`src/rtl/bpw_pkg.sv`:
```
package bpw_pkg;
  localparam int CTRL_EN    = 0;
  localparam int CTRL_PULSE = 1;
  localparam int CTRL_STAT  = 2;

  typedef enum logic [1:0] {
    REG_LO   = 2'd0,
    REG_HI   = 2'd1,
    REG_CTRL = 2'd2,
    REG_NONE = 2'd3
  } regSel_e;

  // strobes from control to datapath
  typedef struct packed {
    logic loadLo;
    logic loadHi;
  } dpStrobe_t;
endpackage

```
`src/rtl/bpw_datapath.sv`:
```
module bpw_datapath
  import bpw_pkg::*;
#(
  parameter int ADDR_W = 16,
  parameter int DATA_W = 8
) (
  input  logic              clk,
  input  logic              rstN,
  input  dpStrobe_t         strb,
  input  logic [DATA_W-1:0] regWdata,
  input  logic [ADDR_W-1:0] busAddr,
  output logic [DATA_W-1:0] addrLoByte,
  output logic [DATA_W-1:0] addrHiByte,
  output logic              match
);
  localparam int HI_W = ADDR_W - DATA_W;

  logic [DATA_W-1:0] addrLoQ;
  logic [HI_W-1:0]   addrHiQ;
  logic [ADDR_W-1:0] busQ;

  always_ff @(posedge clk or negedge rstN) begin
    if (!rstN) begin
      addrLoQ <= '0;
      addrHiQ <= '0;
      busQ    <= '0;
    end else begin
      busQ <= busAddr;
      if (strb.loadLo) addrLoQ <= regWdata;
      if (strb.loadHi) addrHiQ <= regWdata[HI_W-1:0];
    end
  end

  assign match      = (busQ == {addrHiQ, addrLoQ});
  assign addrLoByte = addrLoQ;
  generate
    if (HI_W < DATA_W) begin : g_hiPad
      assign addrHiByte = {{(DATA_W-HI_W){1'b0}}, addrHiQ};
    end else begin : g_hiFull
      assign addrHiByte = addrHiQ;
    end
  endgenerate


  lo_load_chk: assert property (@(posedge clk) disable iff (!rstN)
    (strb.loadLo && rstN) |=> (addrLoByte == $past(regWdata)));
endmodule

```
`src/rtl/bpw_control.sv`:
```
module bpw_control
  import bpw_pkg::*;
#(
  parameter int DATA_W    = 8,
  parameter int PULSE_LEN = 8
) (
  input  logic              clk,
  input  logic              rstN,
  input  logic              regWe,
  input  logic [1:0]        regAddr,
  input  logic [DATA_W-1:0] regWdata,
  input  logic              match,
  output dpStrobe_t         strb,
  output logic [DATA_W-1:0] ctrlByte,
  output logic              brkOut
);
  localparam int CNT_W = $clog2(PULSE_LEN + 1);

  logic             enQ, pulseModeQ, statusQ, holdQ;
  logic [CNT_W-1:0] cntQ;
  logic             ctlWr, hit, w1c, killWr;

  assign ctlWr  = regWe && (regAddr == REG_CTRL);
  assign hit    = enQ && match;
  assign w1c    = ctlWr && regWdata[CTRL_STAT];
  assign killWr = ctlWr && !regWdata[CTRL_EN];

  assign strb.loadLo = regWe && (regAddr == REG_LO);
  assign strb.loadHi = regWe && (regAddr == REG_HI);

  always_ff @(posedge clk or negedge rstN) begin
    if (!rstN) begin
      enQ        <= 1'b0;
      pulseModeQ <= 1'b0;
      statusQ    <= 1'b0;
      holdQ      <= 1'b0;
      cntQ       <= '0;
    end else begin
      if (ctlWr) begin
        enQ        <= regWdata[CTRL_EN];
        pulseModeQ <= regWdata[CTRL_PULSE];
      end
      if (hit)      statusQ <= 1'b1;
      else if (w1c) statusQ <= 1'b0;

      if (killWr)                  holdQ <= 1'b0;
      else if (hit && !pulseModeQ) holdQ <= 1'b1;
      else if (w1c)                holdQ <= 1'b0;

      if (killWr)                 cntQ <= '0;
      else if (hit && pulseModeQ) cntQ <= CNT_W'(PULSE_LEN);
      else if (cntQ != '0)        cntQ <= cntQ - CNT_W'(1);
    end
  end

  assign brkOut   = holdQ || (cntQ != '0);
  assign ctrlByte = {{(DATA_W-3){1'b0}}, statusQ, pulseModeQ, enQ};


  status_set_chk: assert property (@(posedge clk) disable iff (!rstN)
    hit |=> statusQ);

  status_keep_chk: assert property (@(posedge clk) disable iff (!rstN)
    (statusQ && !w1c) |=> statusQ);

  quiet_when_off_chk: assert property (@(posedge clk) disable iff (!rstN)
    !enQ |-> !brkOut);

  pulse_cap_chk: assert property (@(posedge clk) disable iff (!rstN)
    cntQ <= CNT_W'(PULSE_LEN));

  pulse_load_chk: assert property (@(posedge clk) disable iff (!rstN)
    (hit && pulseModeQ && !killWr) |=> (cntQ == CNT_W'(PULSE_LEN)));

  hold_keep_chk: assert property (@(posedge clk) disable iff (!rstN)
    (holdQ && !w1c && !killWr) |=> brkOut);
endmodule

```
`src/rtl/addr_bkpt_unit.sv`:
```
module addr_bkpt_unit
  import bpw_pkg::*;
#(
  parameter int ADDR_W    = 16,
  parameter int DATA_W    = 8,
  parameter int PULSE_LEN = 8
) (
  input  logic              clk,
  input  logic              rstN,
  input  logic [ADDR_W-1:0] busAddr,
  input  logic              regWe,
  input  logic [1:0]        regAddr,
  input  logic [DATA_W-1:0] regWdata,
  output logic [DATA_W-1:0] regRdata,
  output logic              brkOut
);
  dpStrobe_t         strb;
  logic              match;
  logic [DATA_W-1:0] loByte, hiByte, ctrlByte;

  bpw_datapath #(.ADDR_W(ADDR_W), .DATA_W(DATA_W)) u_dp (
    .clk(clk), .rstN(rstN), .strb(strb), .regWdata(regWdata),
    .busAddr(busAddr), .addrLoByte(loByte), .addrHiByte(hiByte),
    .match(match)
  );

  bpw_control #(.DATA_W(DATA_W), .PULSE_LEN(PULSE_LEN)) u_ctl (
    .clk(clk), .rstN(rstN), .regWe(regWe), .regAddr(regAddr),
    .regWdata(regWdata), .match(match), .strb(strb),
    .ctrlByte(ctrlByte), .brkOut(brkOut)
  );

  always_comb begin
    case (regAddr)
      REG_LO:   regRdata = loByte;
      REG_HI:   regRdata = hiByte;
      REG_CTRL: regRdata = ctrlByte;
      default:  regRdata = '0;
    endcase
  end
endmodule

```
`config.mk`:
```
export PLATFORM = sky130hd
export DESIGN_NAME = addr_bkpt_unit
export DESIGN_NICKNAME = d
export VERILOG_FILES = /design/src/rtl/bpw_pkg.sv /design/src/rtl/bpw_datapath.sv /design/src/rtl/bpw_control.sv /design/src/rtl/addr_bkpt_unit.sv
export SDC_FILE = /design/constraint.sdc
export NUM_CORES = 1
export LEC_CHECK = 0
export BUFFER_PORTS_ARGS = -buffer_cell sky130_fd_sc_hd__buf_2
export CAP_MARGIN = 20
export CELL_PAD_IN_SITES_DETAIL_PLACEMENT = 1
export CELL_PAD_IN_SITES_GLOBAL_PLACEMENT = 2
export CORE_ASPECT_RATIO = 0.7
export CORE_MARGIN = 3
export CORE_UTILIZATION = 38
export DETAILED_ROUTE_END_ITERATION = 8
export PLACE_DENSITY = 0.87
export SKIP_CTS_REPAIR_TIMING = 1
export SYNTH_ARGS = -nofsm -noshare
export SYNTH_HDL_FRONTEND = slang
export SYNTH_SLANG_ARGS = --single-unit
```
`constraint.sdc`:
```
create_clock -name clk -period 3.4 [get_ports clk]
set_clock_uncertainty 0.15 [all_clocks]
set_input_delay 0.17 -clock clk [delete_from_list [all_inputs] [get_ports clk]]
set_output_delay 0.17 -clock clk [all_outputs]
set_load 0.1 [all_outputs]
```
# == Word level (Yosys, flattened, before mapping) ==
# Cells that the tools add are included.
# Widths: inputs -> output; s select.
# op_classes
eq_ne,3
n_reduce_logical,16
add_sub_neg,1
n_mux,8
# ops
cell,count
$pmux 8 s3,1
$eq 16x16->1,1
$mux 4,3
$logic_and 1x1->1,8
$reduce_bool 3->1,2
$mux 1,4
$reduce_bool 4->1,1
$sub 4x1->4 const B,1
$eq 2x1->1 const B,1
$eq 2x2->1 const B,1
$logic_not 1->1,2
$logic_not 2->1,1
$reduce_bool 2->1,1
$logic_or 1x1->1,1
# totals
output_inout_bits,9
ff_bits,40

# == Longest topological paths before layout ==
# Gate-level depths: netlist of run 1.
# logic_depth
ltp_word,6
depth_mapped,6

# == Hierarchy ==
# A second synthesis of run 1 with hierarchy kept.
# hier_totals
hier_cells,139
hier_area_um2,1849.3
# modules_own_cells
module,n_inst,cells_each,area_per_inst_um2,seq_area_each_um2
bpw_datapath,1,71,1168.6,800.8
bpw_control,1,48,483.0,200.2
addr_bkpt_unit,1,20,197.7,0.0

# == Worst setup path after synthesis of run 1 ==
# OpenSTA, ideal clock, no wires.
# synth_path
kind,reg2out
from,register u_dp.addrHiQ[0] (netlist: u_dp.addrHiByte[0])
to,output port regRdata[0]
arrival_time_ns,2.529
path_slack_ns,0.551
path_stages_with_launch,3
required_ns,3.080
cell_sequence,dfrtp_1 -> mux2i_1 -> o21ai_0
# synth_via
elab_chain_cells,1
# synth_rtl
element,line_no,rtl
start: declaration,bpw_datapath.sv:19,logic [HI_W-1:0] addrHiQ;
start signal: assignment,bpw_datapath.sv:30,if (strb.loadHi) addrHiQ <= regWdata[HI_W-1:0];
$pmux 8 s3,addr_bkpt_unit.sv:34,case (regAddr)
end: declaration,addr_bkpt_unit.sv:14,"output logic [DATA_W-1:0] regRdata,"
# No other way between the ends.

# == Final worst setup path of run 1 ==
# layout_path
from,register u_ctl.cntQ[0]
to,output port brkOut
# layout_via
elab_chain_cells,2
# layout_rtl
element,line_no,rtl
start: declaration,bpw_control.sv:20,logic [CNT_W-1:0] cntQ;
start signal: assignment,bpw_control.sv:51,else if (hit && pulseModeQ) cntQ <= CNT_W'(PULSE_LEN);
start signal: assignment,bpw_control.sv:52,else if (cntQ != '0) cntQ <= cntQ - CNT_W'(1);
$reduce_bool 4->1,bpw_control.sv:56,assign brkOut = holdQ || (cntQ != '0);
$logic_or 1x1->1,bpw_control.sv:56,
end: declaration,addr_bkpt_unit.sv:15,output logic brkOut
# No other way between the ends.

==> metrics, run 1 <==
pwr/cell area=594.6 nW/um2; Clock Pin Slew Worst Setup and Hold Paths=0.08 ns; hold path startpoint=regWdata[2]; first-pass GRT wire length=6734 um; vias in the first global route=1366; syn nets=173; reg-to-reg critical path startpoint=u_ctl.cntQ[0]; Yosys reg bits=40; DR DRC count=0; setup ws final=1.225 ns; Placed Cells=232; Syn Area/Cell=12.78 um2; Routed WL=4297 um; Worst Path Max Fanout=3; initial antenna violation count=0; Pleak=1.091 nW; number of port buffers=37; Worst EP arrival=1.86 ns; post-synthesis sequential area ratio=55.17%; grt total ovfl=0; final worst path period need=2.175 ns; hold path endpoint=u_dp.addrHiByte[2]; synth warn=0; vias per cell=5.004; reg2reg path depth=6; max-cap violations=0; Combinational Power Share=34.6%; Setup crit end kind=output port; # rows=20; Yosys cell types=30; WS Path Type=register to output port; final instance area=2367 um2; CP peak stage delay=0.46 ns; P_int=0.8738 mW; final count of hold timing violations=0; overall die width=88.59 um; worst hold path class=input pin to register; vias=1316; htree depth=2; HPWL Detailed=3017 um; nets=239; status=finished, final reports clean; Placed Instance Area=2046 um2; # setup viols final=0; CP Cell Sequence=inv_1, ha_1, nor3b_1, nand2b_1, buf_2; die area=5653 um2; DIE HEIGHT=63.81 um; Placer Congestion=0.7098; Max Freq=0.4597 GHz; DR pass1 iterations=6; fin cells=263; largest net degree at the start of global routing=41; Pins Over Slew Limit=0; CTS tree=done; CTS buffer count=5; R2R Setup Slk=1.58 ns; pre-CTS setup slack=1.515 ns; clk sinks=40; sequential power share=43.9%; Syn Std Cell Area=1814 um2; Setup TNS Final=0 ns; slowest CP cell=nor3b_1; starting density of the core=40.50%; sw frac=37.92%; clk buf depth=2; # diodes=0; CORE AREA=4479 um2; clock share of power=21.5%; hold path depth=2; commonest non-fill, non-tap cell in the layout=dfrtp_1; GRT Total Usage=15.82%; R2R Path End=u_ctl.cntQ[1]; utilization after layout=52.85%; Clock Tree Root=clkbuf_8; I/O pins=38; WL per Instance=16.34 um; DRT antenna net count=0; peak supply drop=0.3010 mV; period utilization=63.98%; DR iter-0 viols=52; Psw=0.5337 mW; startpoint types=register; area delta synth->final=30.48%; Slew headroom=41.55%; Slew @ Worst Pin=0.8768 ns; commonest cells after routing, fill and taps aside=dfrtp_1 (40), buf_2 (37), dlygate4sd3_1 (24), mux2_2 (19), xor2_1 (11); Critical Path RT=3.08 ns; Syn Inst Count=142; RSZ-0062 raised after global routing=false; share of layout cells above drive strength 1=32.21%; worst skew pair latency=0.29 ns
==> metal layers <==
layer / vias up / global-route usage [%] / share of wire [%] / routed length [um]
met4: 0 / 4.528 / 0.79 / 34
met2: 25 / 25.28 / 51 / 2210
li1: 625 / - / - / -
met3: 7 / 4.768 / 3.1 / 133
met1: 659 / 20.76 / 45 / 1918
met5: - / 0 / 0 / 0
==> critical path: cells and delay by family (launching register included) <==
family,cells,cell delay (ns)
DFF,1,0.41
adders and majority gates,1,0.18
buffers and inverters,2,0.40
and+or+nand+nor,2,0.57
==> layout make-up <==
| class | count | area [um2] |
|---|---|---|
| multi-input combinational | 95 | 772.0 |
| fill | 500 | 2112 |
| inverter | 5 | 18.77 |
| sequential | 40 | 1001 |
| tap | 55 | 68.82 |
| timing repair buffer | 61 | 425.4 |
| clock buffer | 5 | 68.82 |
| clock inverter | 2 | 12.51 |
==> state kept, by name, summed over array words and instances, names as in the netlist <==
register	count
u_ctl.holdQ	1
u_ctl.statusQ	1
u_dp.addrHiByte	8
u_ctl.enQ	1
u_dp.busQ	16
u_ctl.pulseModeQ	1
u_ctl.cntQ	4
u_dp.addrLoByte	8
==> per-stage QoR <==
stage          hold WS (ns)  total power [mW]
2_1_floorplan       -0.2756            0.9752
3_3_place_gp         0.1273             1.061
3_5_place_dp         0.1294             1.094
4_1_cts             -0.1836             1.403
5_1_grt            0.002760             1.498
6_report            0.01400             1.407
==> logic make-up after synthesis <==
kind of cell | count (synthesis) | share of synthesized area [%]
buf+inv | 7 | 2.276
mux | 28 | 16.76
simple gates | 38 | 13.31
compound gates | 13 | 4.345
xor+xnor | 14 | 6.759
flops | 40 | 55.17
fa+ha+maj | 2 | 1.379
==> synthesized netlist by cell type <==
master	n	area [um2]
dfrtp_1	40	1001
mux2_2	19	214.0
xor2_1	11	96.34
mux2i_1	9	90.09
nand2_1	8	30.03
o21ai_0	7	35.03
nor2_1	6	22.52
inv_1	5	18.77
nand3_1	4	20.02
a21oi_1	3	15.01
nor2b_1	3	18.77
xnor2_1	3	26.28
buf_6	2	22.52
ha_1	2	25.02
nand2b_1	2	12.51
nand4_1	2	12.51
nor3_1	2	10.01
nor3b_1	2	15.01
a222oi_1	1	10.01
and2_1	1	6.260
and2b_1	1	7.510
and3_1	1	6.260
and4_4	1	11.26
nand3b_2	1	11.26
nand4bb_1	1	11.26
nor3b_4	1	18.77
nor4_1	1	6.260
nor4_4	1	21.27
o2111a_1	1	11.26
o21a_1	1	7.510
==> power by group through the flow <==
| stage | Sequential, mW | Clock [mW] | Combinational (mW) |
|---|---|---|---|
| after floorplan | 0.608 | 0 | 0.367 |
| after global placement | 0.620 | 0 | 0.440 |
| after detailed placement | 0.627 | 0 | 0.467 |
| after CTS | 0.618 | 0.315 | 0.470 |
| after global routing | 0.628 | 0.339 | 0.532 |
| final | 0.618 | 0.303 | 0.487 |
==> how the worst max path moves through the flow <==
stage,startpoint,depth (start not counted),end
floorplan,u_dp.addrHiByte[0],2,regRdata[0]
global placement,u_ctl.cntQ[0],5,brkOut
detailed placement,u_ctl.cntQ[0],5,brkOut
CTS,u_ctl.cntQ[0],5,brkOut
global route,u_ctl.cntQ[0],5,brkOut
finish,u_ctl.cntQ[0],5,brkOut
(Power assumes the default switching activity.)
==> inputs of run 2 (changes only) <==
CORE_UTILIZATION = 35   (was 38)
PLACE_DENSITY = 0.81   (was 0.87)
clock period = 2.15 ns   (was 3.4 ns; I/O delays follow)
==> run 2 against run 1 <==
Register-to-register slack got worse by 1.1 ns. Critical path depth did not move. Global-route usage fell by 0.62 points. Critical path type unchanged. Largest cell class unchanged. Largest power group unchanged.
==> metrics, run 2 (synthesis results as in run 1) <==
Setup crit end kind=output port (unchanged); Placed Cells=246 (was 232); DIE HEIGHT=66.24 um (was 63.81 um); largest net degree at the start of global routing=41 (unchanged); CP startpoint=u_ctl.cntQ[0] (unchanged); period utilization=89.05%; Routed WL=4403 um (was 4297 um); vias in the first global route=1429 (was 1366); commonest cells after routing, fill and taps aside=dfrtp_1 (40), buf_2 (37), dlygate4sd3_1 (25), mux2_2 (19), xor2_1 (11) (was dfrtp_1 (40), buf_2 (37), dlygate4sd3_1 (24), mux2_2 (19), xor2_1 (11)); grt total ovfl=0 (unchanged); Worst EP arrival=1.66 ns (was 1.86 ns); reg2reg path depth=4 (was 6); overall die width=92.05 um (was 88.59 um); slowest CP cell=buf_2 (was nor3b_1); Pins Over Slew Limit=0 (unchanged); R2R Path End=u_ctl.statusQ (was u_ctl.cntQ[1]); Clock Pin Slew Worst Setup and Hold Paths=0.08 ns (about the same); reg-to-reg critical path startpoint=u_dp.addrHiByte[7] (was u_ctl.cntQ[0]); CP peak stage delay=0.42 ns (was 0.46 ns); hold path endpoint=u_ctl.enQ (was u_dp.addrHiByte[2]); WL per Instance=15.78 um (was 16.34 um); HPWL Detailed=3076 um (was 3017 um); I/O pins=38 (unchanged); Biggest register=u_dp.busQ (unchanged); max FFs per register=16 (unchanged); Clock Tree Root=clkbuf_8 (unchanged); CTS buffer count=5 (unchanged); CORE AREA=4887 um2 (was 4479 um2); hold path startpoint=regWe (was regWdata[2]); # rows=21 (was 20); R2R Setup Slk=0.46 ns (was 1.58 ns); WS Path Type=register to output port (unchanged); max-cap violations=0 (unchanged); Max Freq=0.5223 GHz; area delta synth->final=33.17% (was 30.48%); Slew @ Worst Pin=0.9049 ns (was 0.8768 ns); Setup TNS Final=0 ns (unchanged); Placer Congestion=0.8043 (was 0.7098); Pleak=1.101 nW (was 1.091 nW); hold path depth=3 (was 2); first-pass GRT wire length=6900 um (was 6734 um); worst hold path class=input pin to register (unchanged); die area=6097 um2 (was 5653 um2); htree depth=2 (unchanged); DR pass1 iterations=4 (was 6); vias=1332 (was 1316); CTS tree=done (unchanged); DRT antenna net count=0 (unchanged); GRT Total Usage=15.20% (was 15.82%); RSZ-0062 raised after global routing=false (unchanged); status=finished, final reports clean (unchanged); DR iter-0 viols=27 (was 52); initial antenna violation count=0 (unchanged); number of port buffers=37 (unchanged); DR DRC count=0 (unchanged); peak supply drop=0.3766 mV (was 0.3010 mV); # setup viols final=0 (unchanged); pwr/cell area=943.5 nW/um2 (was 594.6 nW/um2); vias per cell=4.774 (was 5.004); worst skew pair latency=0.30 ns (was 0.29 ns); nets=240 (was 239); clk buf depth=2 (unchanged); share of layout cells above drive strength 1=32.86% (was 32.21%); clk sinks=40 (unchanged); fin cells=279 (was 263); final worst path period need=1.914 ns; CP Cell Sequence=inv_1, ha_1, nor3b_2, nand2b_1, buf_2 (was inv_1, ha_1, nor3b_1, nand2b_1, buf_2); startpoint types=register (unchanged); final count of hold timing violations=0 (unchanged); Worst Path Max Fanout=3 (unchanged); Critical Path RT=1.89 ns (was 3.08 ns); # diodes=0 (unchanged); commonest non-fill, non-tap cell in the layout=dfrtp_1 (unchanged); starting density of the core=37.12% (was 40.50%); Slew headroom=39.68% (was 41.55%)
-- run 2: metrics by stage --
| stage | instance area (um2) | worst slack (ns) | util, % | hold WS, ns | total power, mW |
|---|---|---|---|---|---|
| after global placement | 2063 | 0.4866 | 42.22 | 0.06509 | 1.684 |
| after detailed placement | 2063 | 0.3218 | 42.22 | 0.06751 | 1.723 |
| after global routing | 2416 | 0.05483 | 49.44 | 0.08999 | 2.428 |
| after floorplan | 1814 | 0.1179 | - | -0.3381 | 1.544 |
| after CTS | 2161 | 0.003548 | 44.21 | -0.2550 | 2.262 |
| final | 2416 | 0.2355 | 49.44 | 0.07965 | 2.279 |
-- run 2: per-layer routing --
layer / GRT usage (%) / up-vias / part of all wire (%) / wire, um
met3: 5.575 / 7 / 4.2 / 184
met4: 4.259 / 0 / 1.0 / 46
met5: 0 / - / 0 / 0
met2: 26.18 / 25 / 50 / 2181
met1: 18.03 / 669 / 45 / 1991
li1: - / 631 / - / -
-- run 2: worst max path at each step --
stage	to	slack, ns	cells after the start
after CTS	brkOut	0.004	5
final	brkOut	0.24	5
after global placement	u_ctl.cntQ[1]	0.49	6
after detailed placement	u_ctl.cntQ[1]	0.32	6
after global routing	brkOut	0.05	5
after floorplan	regRdata[0]	0.12	2
-- run 2: report_power, final --
part | internal (mW) | switching (mW) | total, mW | leakage (nW)
clock | 0.260 | 0.275 | 0.535 | 0.0434
combinational | 0.291 | 0.471 | 0.762 | 0.582
sequential | 0.872 | 0.110 | 0.982 | 0.476
-- run 2: worst max-delay path, delay by kind of cell, from the launching register on --
family	cells	cell delay [ns]
buffers and inverters	2	0.49
flip-flops	1	0.39
AND/OR/NAND/NOR	2	0.26
adder cells (fa/ha/maj)	1	0.21
-- run 2: final cells by class --
cell class	count	area, um2
fill	539	2471
sequential	40	1001
multi-input combinational	95	777.0
inverter	5	18.77
clock inverter	2	15.01
timing repair buffer	62	435.4
tap	69	86.33
clock buffer	6	82.58
